==> src/rtl/cfg_guard_pkg.sv <==
package cfg_guard_pkg;

    localparam int CFG_W = 8;

    // bit positions of the configuration fields
    localparam int BIT_PWR     = 7;
    localparam int BIT_CLKSEL  = 6;
    localparam int BIT_IRQEDGE = 5;
    localparam int BIT_DLY     = 4;
    localparam int BIT_CMON    = 3;
    localparam int BIT_FMON    = 2;
    localparam int BIT_RATE_HI = 1;
    localparam int BIT_RATE_LO = 0;

    typedef enum logic [1:0] {
        ST_OPEN    = 2'd0,
        ST_SPENT   = 2'd1,
        ST_EXPIRED = 2'd2
    } lock_state_t;

endpackage

==> src/rtl/cfg_window_timer.sv <==
module cfg_window_timer #(
    parameter int WINDOW_CYCLES = 64
) (
    input  logic clk,
    input  logic rst_n,
    output logic win_open,
    output logic win_last
);
    localparam int CNT_W = $clog2(WINDOW_CYCLES + 1);
    localparam logic [CNT_W-1:0] CNT_MAX  = CNT_W'(WINDOW_CYCLES);
    localparam logic [CNT_W-1:0] CNT_LAST = CNT_W'(WINDOW_CYCLES - 1);

    logic [CNT_W-1:0] count_q;

    always_ff @(posedge clk or negedge rst_n) begin
        if (!rst_n) begin
            count_q <= '0;
        end else if (count_q != CNT_MAX) begin
            count_q <= count_q + 1'b1;
        end
    end

    always_comb begin
        win_open = (count_q < CNT_MAX);
        win_last = (count_q == CNT_LAST);
    end

    AST_CNT_SATURATES: assert property (@(posedge clk) disable iff (!rst_n)
        !win_open |=> !win_open);

endmodule

==> src/rtl/cfg_lock_fsm.sv <==
module cfg_lock_fsm
    import cfg_guard_pkg::*;
(
    input  logic        clk,
    input  logic        rst_n,
    input  logic        wr_hit,
    input  logic        special_mode,
    input  logic        win_open,
    input  logic        win_last,
    output logic        prot_ok,
    output lock_state_t state_o
);
    lock_state_t state_q, state_d;

    // state register
    always_ff @(posedge clk or negedge rst_n) begin
        if (!rst_n) begin
            state_q <= ST_OPEN;
        end else begin
            state_q <= state_d;
        end
    end

    // next-state logic
    always_comb begin
        state_d = state_q;
        unique case (state_q)
            ST_OPEN: begin
                if (wr_hit && !special_mode) begin
                    state_d = ST_SPENT;
                end else if (win_last) begin
                    state_d = ST_EXPIRED;
                end
            end
            ST_SPENT:   state_d = ST_SPENT;
            ST_EXPIRED: state_d = ST_EXPIRED;
            default:    state_d = ST_EXPIRED;
        endcase
    end

    // outputs
    always_comb begin
        prot_ok = special_mode || (state_q == ST_OPEN);
        state_o = state_q;
    end

    AST_OPEN_IN_WINDOW: assert property (@(posedge clk) disable iff (!rst_n)
        (state_q == ST_OPEN) |-> win_open);

    AST_LOCK_STICKY: assert property (@(posedge clk) disable iff (!rst_n)
        (state_q != ST_OPEN) |=> (state_q == $past(state_q)));

endmodule

==> src/rtl/cfg_bits_bank.sv <==
module cfg_bits_bank
    import cfg_guard_pkg::*;
#(
    parameter logic [CFG_W-1:0] RESET_VAL = 8'h10,
    parameter logic [CFG_W-1:0] PROT_MASK = 8'h37
) (
    input  logic             clk,
    input  logic             rst_n,
    input  logic             wr_hit,
    input  logic             prot_ok,
    input  logic [CFG_W-1:0] wdata,
    output logic [CFG_W-1:0] cfg_q
);
    logic [CFG_W-1:0] keep_mask;

    always_comb begin
        keep_mask = prot_ok ? '0 : PROT_MASK;
    end

    always_ff @(posedge clk or negedge rst_n) begin
        if (!rst_n) begin
            cfg_q <= RESET_VAL;
        end else if (wr_hit) begin
            cfg_q <= (cfg_q & keep_mask) | (wdata & ~keep_mask);
        end
    end

    AST_UNPROT_FOLLOWS: assert property (@(posedge clk) disable iff (!rst_n)
        wr_hit |=> (((cfg_q ^ $past(wdata)) & ~PROT_MASK) == '0));

    AST_PROT_HOLD: assert property (@(posedge clk) disable iff (!rst_n)
        !prot_ok |=> $stable(cfg_q & PROT_MASK));

endmodule

==> src/rtl/cfg_guard_reg.sv <==
module cfg_guard_reg
    import cfg_guard_pkg::*;
#(
    parameter int                ADDR_W        = 8,
    parameter logic [ADDR_W-1:0] CFG_ADDR      = 8'h39,
    parameter int                WINDOW_CYCLES = 64,
    parameter logic [CFG_W-1:0]  RESET_VAL     = 8'h10,
    parameter logic [CFG_W-1:0]  PROT_MASK     = 8'h37
) (
    input  logic              clk,
    input  logic              rst_n,
    input  logic [ADDR_W-1:0] addr,
    input  logic              wr_en,
    input  logic              rd_en,
    input  logic [CFG_W-1:0]  wdata,
    input  logic              special_mode,
    output logic [CFG_W-1:0]  rdata,
    output logic              conv_pwr_en,
    output logic              conv_clk_sel,
    output logic              irq_edge_sel,
    output logic              startup_dly_en,
    output logic              clk_mon_en,
    output logic              fast_mon_en,
    output logic [1:0]        rate_sel
);
    logic             wr_hit;
    logic             rd_hit;
    logic             win_open;
    logic             win_last;
    logic             prot_ok;
    lock_state_t      lock_state;
    logic [CFG_W-1:0] cfg_q;

    always_comb begin
        wr_hit = wr_en && (addr == CFG_ADDR);
        rd_hit = rd_en && (addr == CFG_ADDR);
        rdata  = rd_hit ? cfg_q : '0;
    end

    cfg_window_timer #(
        .WINDOW_CYCLES(WINDOW_CYCLES)
    ) timer_i (
        .clk     (clk),
        .rst_n   (rst_n),
        .win_open(win_open),
        .win_last(win_last)
    );

    cfg_lock_fsm lock_i (
        .clk         (clk),
        .rst_n       (rst_n),
        .wr_hit      (wr_hit),
        .special_mode(special_mode),
        .win_open    (win_open),
        .win_last    (win_last),
        .prot_ok     (prot_ok),
        .state_o     (lock_state)
    );

    cfg_bits_bank #(
        .RESET_VAL(RESET_VAL),
        .PROT_MASK(PROT_MASK)
    ) bank_i (
        .clk    (clk),
        .rst_n  (rst_n),
        .wr_hit (wr_hit),
        .prot_ok(prot_ok),
        .wdata  (wdata),
        .cfg_q  (cfg_q)
    );

    always_comb begin
        conv_pwr_en    = cfg_q[BIT_PWR];
        conv_clk_sel   = cfg_q[BIT_CLKSEL];
        irq_edge_sel   = cfg_q[BIT_IRQEDGE];
        startup_dly_en = cfg_q[BIT_DLY];
        clk_mon_en     = cfg_q[BIT_CMON];
        fast_mon_en    = cfg_q[BIT_FMON];
        rate_sel       = cfg_q[BIT_RATE_HI:BIT_RATE_LO];
    end

    AST_FOREIGN_ADDR: assert property (@(posedge clk) disable iff (!rst_n)
        (wr_en && (addr != CFG_ADDR)) |=> $stable(cfg_q));

    AST_SPENT_NEEDS_WRITE: assert property (@(posedge clk) disable iff (!rst_n)
        $changed(lock_state) && (lock_state == ST_SPENT)
            |-> $past(wr_hit && !special_mode));

endmodule

==> config.mk <==
export PLATFORM = sky130hd
export DESIGN_NAME = cfg_guard_reg
export DESIGN_NICKNAME = d
export VERILOG_FILES = /design/src/rtl/cfg_guard_pkg.sv /design/src/rtl/cfg_window_timer.sv /design/src/rtl/cfg_lock_fsm.sv /design/src/rtl/cfg_bits_bank.sv /design/src/rtl/cfg_guard_reg.sv
export SDC_FILE = /design/constraint.sdc
export NUM_CORES = 1
export LEC_CHECK = 0
export BUFFER_PORTS_ARGS = -buffer_cell sky130_fd_sc_hd__buf_4
export CAP_MARGIN = 0
export CORE_UTILIZATION = 51
export CTS_BUF_LIST = sky130_fd_sc_hd__clkbuf_2
export DETAILED_ROUTE_END_ITERATION = 16
export GPL_ROUTABILITY_DRIVEN = 0
export GPL_TIMING_DRIVEN = 0
export PLACE_DENSITY_LB_ADDON = 0.25
export SLEW_MARGIN = 20
export SYNTH_ARGS = -nofsm -noshare
export SYNTH_HDL_FRONTEND = slang
export SYNTH_SLANG_ARGS = --single-unit
==> constraint.sdc <==
create_clock -name clk -period 3.85 [get_ports clk]
set_input_delay 0.385 -clock clk [delete_from_list [all_inputs] [get_ports clk]]
set_output_delay 0.385 -clock clk [all_outputs]
set_load 0.05 [all_outputs]
==> impl_metrics.env, run 1 <==
export IMPL_cts_sinks=17
export IMPL_yosys_area_top_type="dfrtp_1"
export IMPL_antenna_found_initial=0
export IMPL_p_sw_share_pct=25.1
export IMPL_cap_violations=0
export IMPL_rsz0062_at_grt="false"
export IMPL_placed_cell_area_um2=1110
export IMPL_drt_iter0_markers=3
export IMPL_fin_area_um2=1140
export IMPL_p_switching_mw=0.0785
export IMPL_syn_nets=87
export IMPL_clkLatencyLatePin_ps=280
export IMPL_max_vdd_ir_drop_uv=196
export IMPL_h_tree_depth=1
export IMPL_antenna_cells=0
export IMPL_clockBufferDepth=2
export IMPL_remaining_drc_errors=0
export IMPL_cp_max_fo=8
export IMPL_pwr_density_cell_nw_per_um2=275
export IMPL_period_needed_ps=1820
export IMPL_fin_cells=121
export IMPL_clkSlewWorstSetupHoldPaths_ps=150
export IMPL_max_slew_margin_pct=81.2
export IMPL_dp_cells=116
export IMPL_final_cell_mix="buf_4, dfrtp_1, and2_1"
export IMPL_p_clk_share_pct=25.0
export IMPL_tightest_slew_ps=282
export IMPL_cts_resized=0
export IMPL_synth_top_area_share_pct=49.1
export IMPL_max_freq_mhz=551
export IMPL_finalSetupTns_ps=0
export IMPL_syn_area_um2=816
export IMPL_dieArea_um2=1760
export IMPL_hpwl_mm=1.21
export IMPL_status="completed"
export IMPL_vias=610
export IMPL_antenna_left=0
export IMPL_wl_per_cell_um=11.9
export IMPL_ys_ff_latch=17
export IMPL_numCtsBuffers=3
export IMPL_final_hold_viol_count=0
export IMPL_via_per_inst=5.04
export IMPL_drive_gt1_share_pct=51.4
export IMPL_syn_inst=64
export IMPL_die_height_um=42.0
export IMPL_grt_total_usage_pct=19.7
export IMPL_dp_slack_ps=2020
export IMPL_port_buffers=36
export IMPL_rows=14
export IMPL_nets=129
export IMPL_worst_clock_skew_ps=0.379
export IMPL_p_seq_share_pct=59.7
export IMPL_area_growth_pct=39.3
export IMPL_setup_violations_final=0
export IMPL_p_leak_nw=0.600
export IMPL_cp_data_arrival_time_ps=1430
export IMPL_routed_wl_mm=1.44
export IMPL_avgSynthCellArea_um2=12.7
export IMPL_p_comb_share_pct=15.3
export IMPL_cp_end_kind="output port"
export IMPL_start_kind="input pin"
export IMPL_grt_start_max_net_pins=18
export IMPL_slew_violations=0
export IMPL_cts_tree="done"
export IMPL_path_class="input pin to output port"
export IMPL_seq_area_frac_synth_pct=52.3
export IMPL_core_area_um2=1510
export IMPL_grt_pass1_vias=632
export IMPL_yosys_top_cells_area="dfrtp_1, mux2_2, and2_1"
export IMPL_hp_class="input pin to flip-flop"
export IMPL_io_pins=37
export IMPL_firstDrtPassIters=2
export IMPL_cts_root_buf="clkbuf_2"
export IMPL_start_util_pct=54.2
export IMPL_grt_first_pass_wirelength_mm=2.56
export IMPL_mostFrequentLayoutCell="buf_4"
export IMPL_yosysWarnings=0
export IMPL_die_w_um=42.0
export IMPL_fin_ws_ps=2030
export IMPL_fin_crit_sh_pct=47.2
export IMPL_synth_distinct_cells=23
export IMPL_finalPower_mw=0.312
export IMPL_p_int_mw=0.234
export IMPL_overflow=0
export IMPL_crit_required_ps=3460
==> power by group through the flow <==
stage / Combinational (mW) / Clock, mW / Sequential (mW)
6_report: 0.0478 / 0.0782 / 0.186
5_1_grt: 0.0510 / 0.0899 / 0.187
4_1_cts: 0.0488 / 0.0825 / 0.186
3_5_place_dp: 0.0480 / 0 / 0.190
3_3_place_gp: 0.0468 / 0 / 0.189
2_1_floorplan: 0.00665 / 0 / 0.204
==> timing repair <==
action                     CTS  global route
hold endpoints to repair    16             0
setup buffers                0             0
hold buffers                 1             0
setup endpoints to repair    0             0
==> Yosys cell counts, drive strengths merged <==
master / number
and4bb: 2
nand2: 1
o2111ai: 1
and2: 9
a41oi: 1
inv: 3
nor3: 1
nand3b: 1
nand2b: 1
xor2: 1
xnor2: 4
and3: 2
mux2: 9
o21ai: 1
a21o: 1
nor2: 2
dfrtp: 16
nand3: 4
nor4b: 1
dfstp: 1
ha: 2
==> per-layer routing <==
metal,wire length (um),global-route usage (%),vias up
met5,0,0,-
met3,101,4.74,2
met2,758,35.0,24
met4,15,9.68,0
met1,566,21.9,278
li1,-,-,306
==> through the flow <==
step	hold slack (ps)	util (%)
CTS	307	75.4
floorplan	89.4	-
detailed placement	258	73.4
global route	297	75.4
global placement	258	73.4
finish	325	75.4
==> layout make-up <==
cell class / count / area [um^2]
Inverter: 3 / 11.3
Fill cell: 107 / 370
Timing Repair Buffer: 37 / 280
Clock buffer: 4 / 20.0
Multi-Input combinational cell: 44 / 378
Sequential cell: 17 / 427
Tap cell: 16 / 20.0
==> logic make-up (layout without fill, tap and decap cells) <==
group / count (synthesis) / count (layout) / share of synthesized area, %
and+or+nand+nor: 24 / 24 / 19.6
DFF: 17 / 17 / 52.3
muxes: 9 / 9 / 12.4
xor gates and xnor gates: 5 / 5 / 5.37
AOI/OAI and AO/OA: 4 / 4 / 5.83
buffers and inverters: 3 / 44 / 1.38
adders and majority gates: 2 / 2 / 3.07
==> worst max-delay path, stage by stage <==
cell and delay (ps):
buf_4 100, and4bb_2 350, and3_2 260, and2_1 140, buf_4 190
==> path summary, 6_finish.rpt <==
kind | startpoint | to | slack (ps) | depth (start not counted)
hold reg to reg | lock_i.state_o[1] | lock_i.state_o[0] | 470 | 1
max in group asynchronous | rst_n | asynchronous set/reset pin | 3130 | 2
min in group asynchronous | rst_n | asynchronous set/reset pin | 480 | 2
setup / recovery | addr[2] | rdata[0] | 2030 | 5
hold / removal | wdata[5] | flip-flop | 320 | 2
setup reg to reg | timer_i.count_q[2] | timer_i.count_q[1] | 2470 | 3
(Power assumes the default switching activity.)
==> inputs of run 2 (changes only) <==
--- a/config.mk
+++ b/config.mk
@@ -5,9 +5,11 @@
 export SDC_FILE = /design/constraint.sdc
 export NUM_CORES = 1
 export LEC_CHECK = 0
+export ABC_AREA = 1
 export BUFFER_PORTS_ARGS = -buffer_cell sky130_fd_sc_hd__buf_4
 export CAP_MARGIN = 0
-export CORE_UTILIZATION = 51
+export CORE_ASPECT_RATIO = 1.25
+export CORE_UTILIZATION = 43
 export CTS_BUF_LIST = sky130_fd_sc_hd__clkbuf_2
 export DETAILED_ROUTE_END_ITERATION = 16
 export GPL_ROUTABILITY_DRIVEN = 0
==> constraint.sdc (replaced) <==
create_clock -name clk -period 1.5 [get_ports clk]
set_input_delay 0.15 -clock clk [delete_from_list [all_inputs] [get_ports clk]]
set_output_delay 0.15 -clock clk [all_outputs]
set_load 0.05 [all_outputs]
==> impl_metrics.env, run 2 <==
export IMPL_yosys_area_top_type="dfrtp_1"
export IMPL_max_freq_mhz=743
export IMPL_cts_sinks=17
export IMPL_tightest_slew_ps=220
export IMPL_wl_met1_um=696
export IMPL_syn_nets=126
export IMPL_yosysWarnings=0
export IMPL_slew_violations=0
export IMPL_synthXorXnorAreaFrac_pct=5.10
export IMPL_crit_required_ps=1350
export IMPL_n_fill_cell=160
export IMPL_cts_root_buf="clkbuf_2"
export IMPL_postCtsSetupBuffers=0
export IMPL_grt_first_pass_wirelength_mm=3.06
export IMPL_die_height_um=52.0
export IMPL_synth_top_area_share_pct=46.6
export IMPL_p_seq_share_pct=57.6
export IMPL_slowest_stage="dfstp_2"
export IMPL_via_per_inst=4.66
export IMPL_start_util_pct=46.9
export IMPL_dp_cells=158
export IMPL_worst_path_buf_inv=2
export IMPL_mostFrequentLayoutCell="buf_4"
export IMPL_final_cell_mix="buf_4, nand2_1, inv_1"
export IMPL_hp_class="input pin to flip-flop"
export IMPL_hpwl_mm=1.34
export IMPL_p_switching_mw=0.229
export IMPL_synth_compound_area_share_pct=6.12
export IMPL_cap_violations=0
export IMPL_port_buffers=36
export IMPL_wl_per_cell_um=10.5
export IMPL_max_slew_margin_pct=85.2
export IMPL_yosys_top_cells_area="dfrtp_1, nand2_1, inv_1"
export IMPL_nets=168
export IMPL_period_needed_ps=1350
export IMPL_firstDrtPassIters=2
export IMPL_avgSynthCellArea_um2=8.33
export IMPL_dr_max_layer_used="met4"
export IMPL_routed_wl_mm=1.70
export IMPL_ys_ff_latch=17
export IMPL_grt_total_usage_pct=18.5
export IMPL_cp_slowest_stage_delay_ps=570
export IMPL_cp_top_family="flip-flops"
export IMPL_core_area_um2=1830
export IMPL_setup_violations_final=0
export IMPL_worst_clock_skew_ps=8.51
export IMPL_synth_simple_area_share_pct=25.7
export IMPL_status="completed"
export IMPL_area_growth_pct=40.4
export IMPL_seq_area_frac_synth_pct=49.7
export IMPL_p_clk_share_pct=26.3
export IMPL_cp_max_fo=3
export IMPL_finalPower_mw=0.826
export IMPL_antenna_cells=0
export IMPL_syn_area_um2=858
export IMPL_final_hold_viol_count=0
export IMPL_grt_pass1_vias=755
export IMPL_overflow=0
export IMPL_path_class="flip-flop to output port"
export IMPL_pwr_density_cell_nw_per_um2=685
export IMPL_p_comb_share_pct=16.2
export IMPL_muxShareOfSynthArea_pct=0
export IMPL_synth_distinct_cells=21
export IMPL_p_sw_share_pct=27.7
export IMPL_die_w_um=42.0
export IMPL_fin_crit_sh_pct=89.8
export IMPL_max_vdd_ir_drop_uv=437
export IMPL_cp_end_kind="output port"
export IMPL_path_cells="inv_1, nor2_2, buf_4"
export IMPL_h_tree_depth=1
export IMPL_rsz0062_at_grt="false"
export IMPL_rows=17
export IMPL_synthArstFlopShare_pct=100
export IMPL_synth_edf_count=0
export IMPL_vias=760
export IMPL_p_int_mw=0.597
export IMPL_dieArea_um2=2180
export IMPL_cp_data_arrival_time_ps=1200
export IMPL_clockBufferDepth=2
export IMPL_clkLatencyLatePin_ps=300
export IMPL_hold_slack_ps=44.3
export IMPL_antenna_left=0
export IMPL_start_kind="flip-flop"
export IMPL_grt_start_max_net_pins=18
export IMPL_synth_most_common_cell="nand2_1"
export IMPL_synth_fa_ha_area_share_pct=2.92
export IMPL_synth_ff_type="dfrtp_1"
export IMPL_io_pins=37
export IMPL_clkSlewWorstSetupHoldPaths_ps=170
export IMPL_numCtsBuffers=3
export IMPL_synth_top_family_by_area="simple AND/OR/NAND/NOR gates"
export IMPL_wl_met2_um=898
export IMPL_finalSetupTns_ps=0
export IMPL_cts_tree="done"
export IMPL_drive_gt1_share_pct=37.5
export IMPL_remaining_drc_errors=0
export IMPL_antenna_found_initial=0
export IMPL_ys_top_cells_by_count="nand2_1, inv_1, dfrtp_1"
export IMPL_syn_inst=103
export IMPL_wl_met3_um=100
export IMPL_p_leak_nw=0.639
export IMPL_drt_iter0_markers=6
export IMPL_fin_cells=163
==> run 2: changes by cell type in the layout (fill, tap and decap cells not counted), sizes merged, moves of 3 or more <==
| cell | change |
|---|---|
| nand3 | +6 |
| inv | +18 |
| xnor2 | -3 |
| xor2 | +3 |
| nand2 | +22 |
| nor2 | +10 |
| o21ai | +5 |
| mux2 | -9 |
| and2 | -9 |
==> run 2: cells by family (layout without fill, tap and decap cells) <==
family                   count (synthesis)  in the layout
AO/OA/AOI/OAI                            8              8
XOR/XNOR                                 5              5
adder cells (fa/ha/maj)                  2              2
buffers and inverters                   22             63
flip-flops                              17             17
AND/OR/NAND/NOR                         49             49
==> run 2: routing by layer <==
metal,GRT usage (%),vias to the layer above
li1,-,397
met1,21.9,340
met2,32.3,21
met3,2.78,2
met4,9.68,0
met5,0,-
==> run 2: final timing paths <==
path,slack [ps],cells after the start,endpoint,start
worst min-delay path,40,3,bank_i.cfg_q[7],wdata[7]
max in group asynchronous,1010,2,asynchronous set/reset pin,rst_n
worst min register to register,490,2,flip-flop,flip-flop
min in group asynchronous,230,2,bank_i.cfg_q[7],rst_n
worst max-delay path,150,3,rdata[4],flip-flop
worst max register to register,250,6,timer_i.count_q[1],timer_i.count_q[0]
==> run 2: through the flow <==
step                      setup slack (ps)  instance area [um^2]  util [%]
after floorplan                      -22.2                   871         -
after global placement                 131                  1160      63.7
after detailed placement               110                  1160      63.7
after CTS                              109                  1190      65.3
after global routing                  55.8                  1200      65.9
final                                  154                  1200      65.9
==> run 2: cell type report <==
type	count	area, um^2	area share, %
flip-flops and latches	17	427	35.4
multi-input cells	64	364	30.2
repair buffers	37	280	23.3
inverters	21	78.8	6.54
well taps	19	23.8	1.97
clock buffers	4	20.0	1.66
plain buffers	1	11.3	0.935
==> run 2: timing repair <==
item / in CTS / in global routing
resized for setup: 0 / 2
hold buffers: 1 / 0
endpoints found under the hold margin: 17 / 0
setup endpoints to repair: 0 / 9
==> run 2: worst register-to-register path, cell delays in order (launching register included) <==
cell	delay (ps)
dfrtp_1	450
inv_1	70
ha_1	140
nor3b_2	180
nand3_1	140
nand2_1	80
o21ai_0	80
==> run 2: power by group through the flow <==
stage	Combinational [mW]	Sequential (mW)	Clock (mW)
after CTS	0.135	0.475	0.225
after detailed placement	0.133	0.484	0
after floorplan	0.0253	0.521	0
after global routing	0.145	0.477	0.236
after global placement	0.130	0.483	0
final	0.133	0.475	0.217
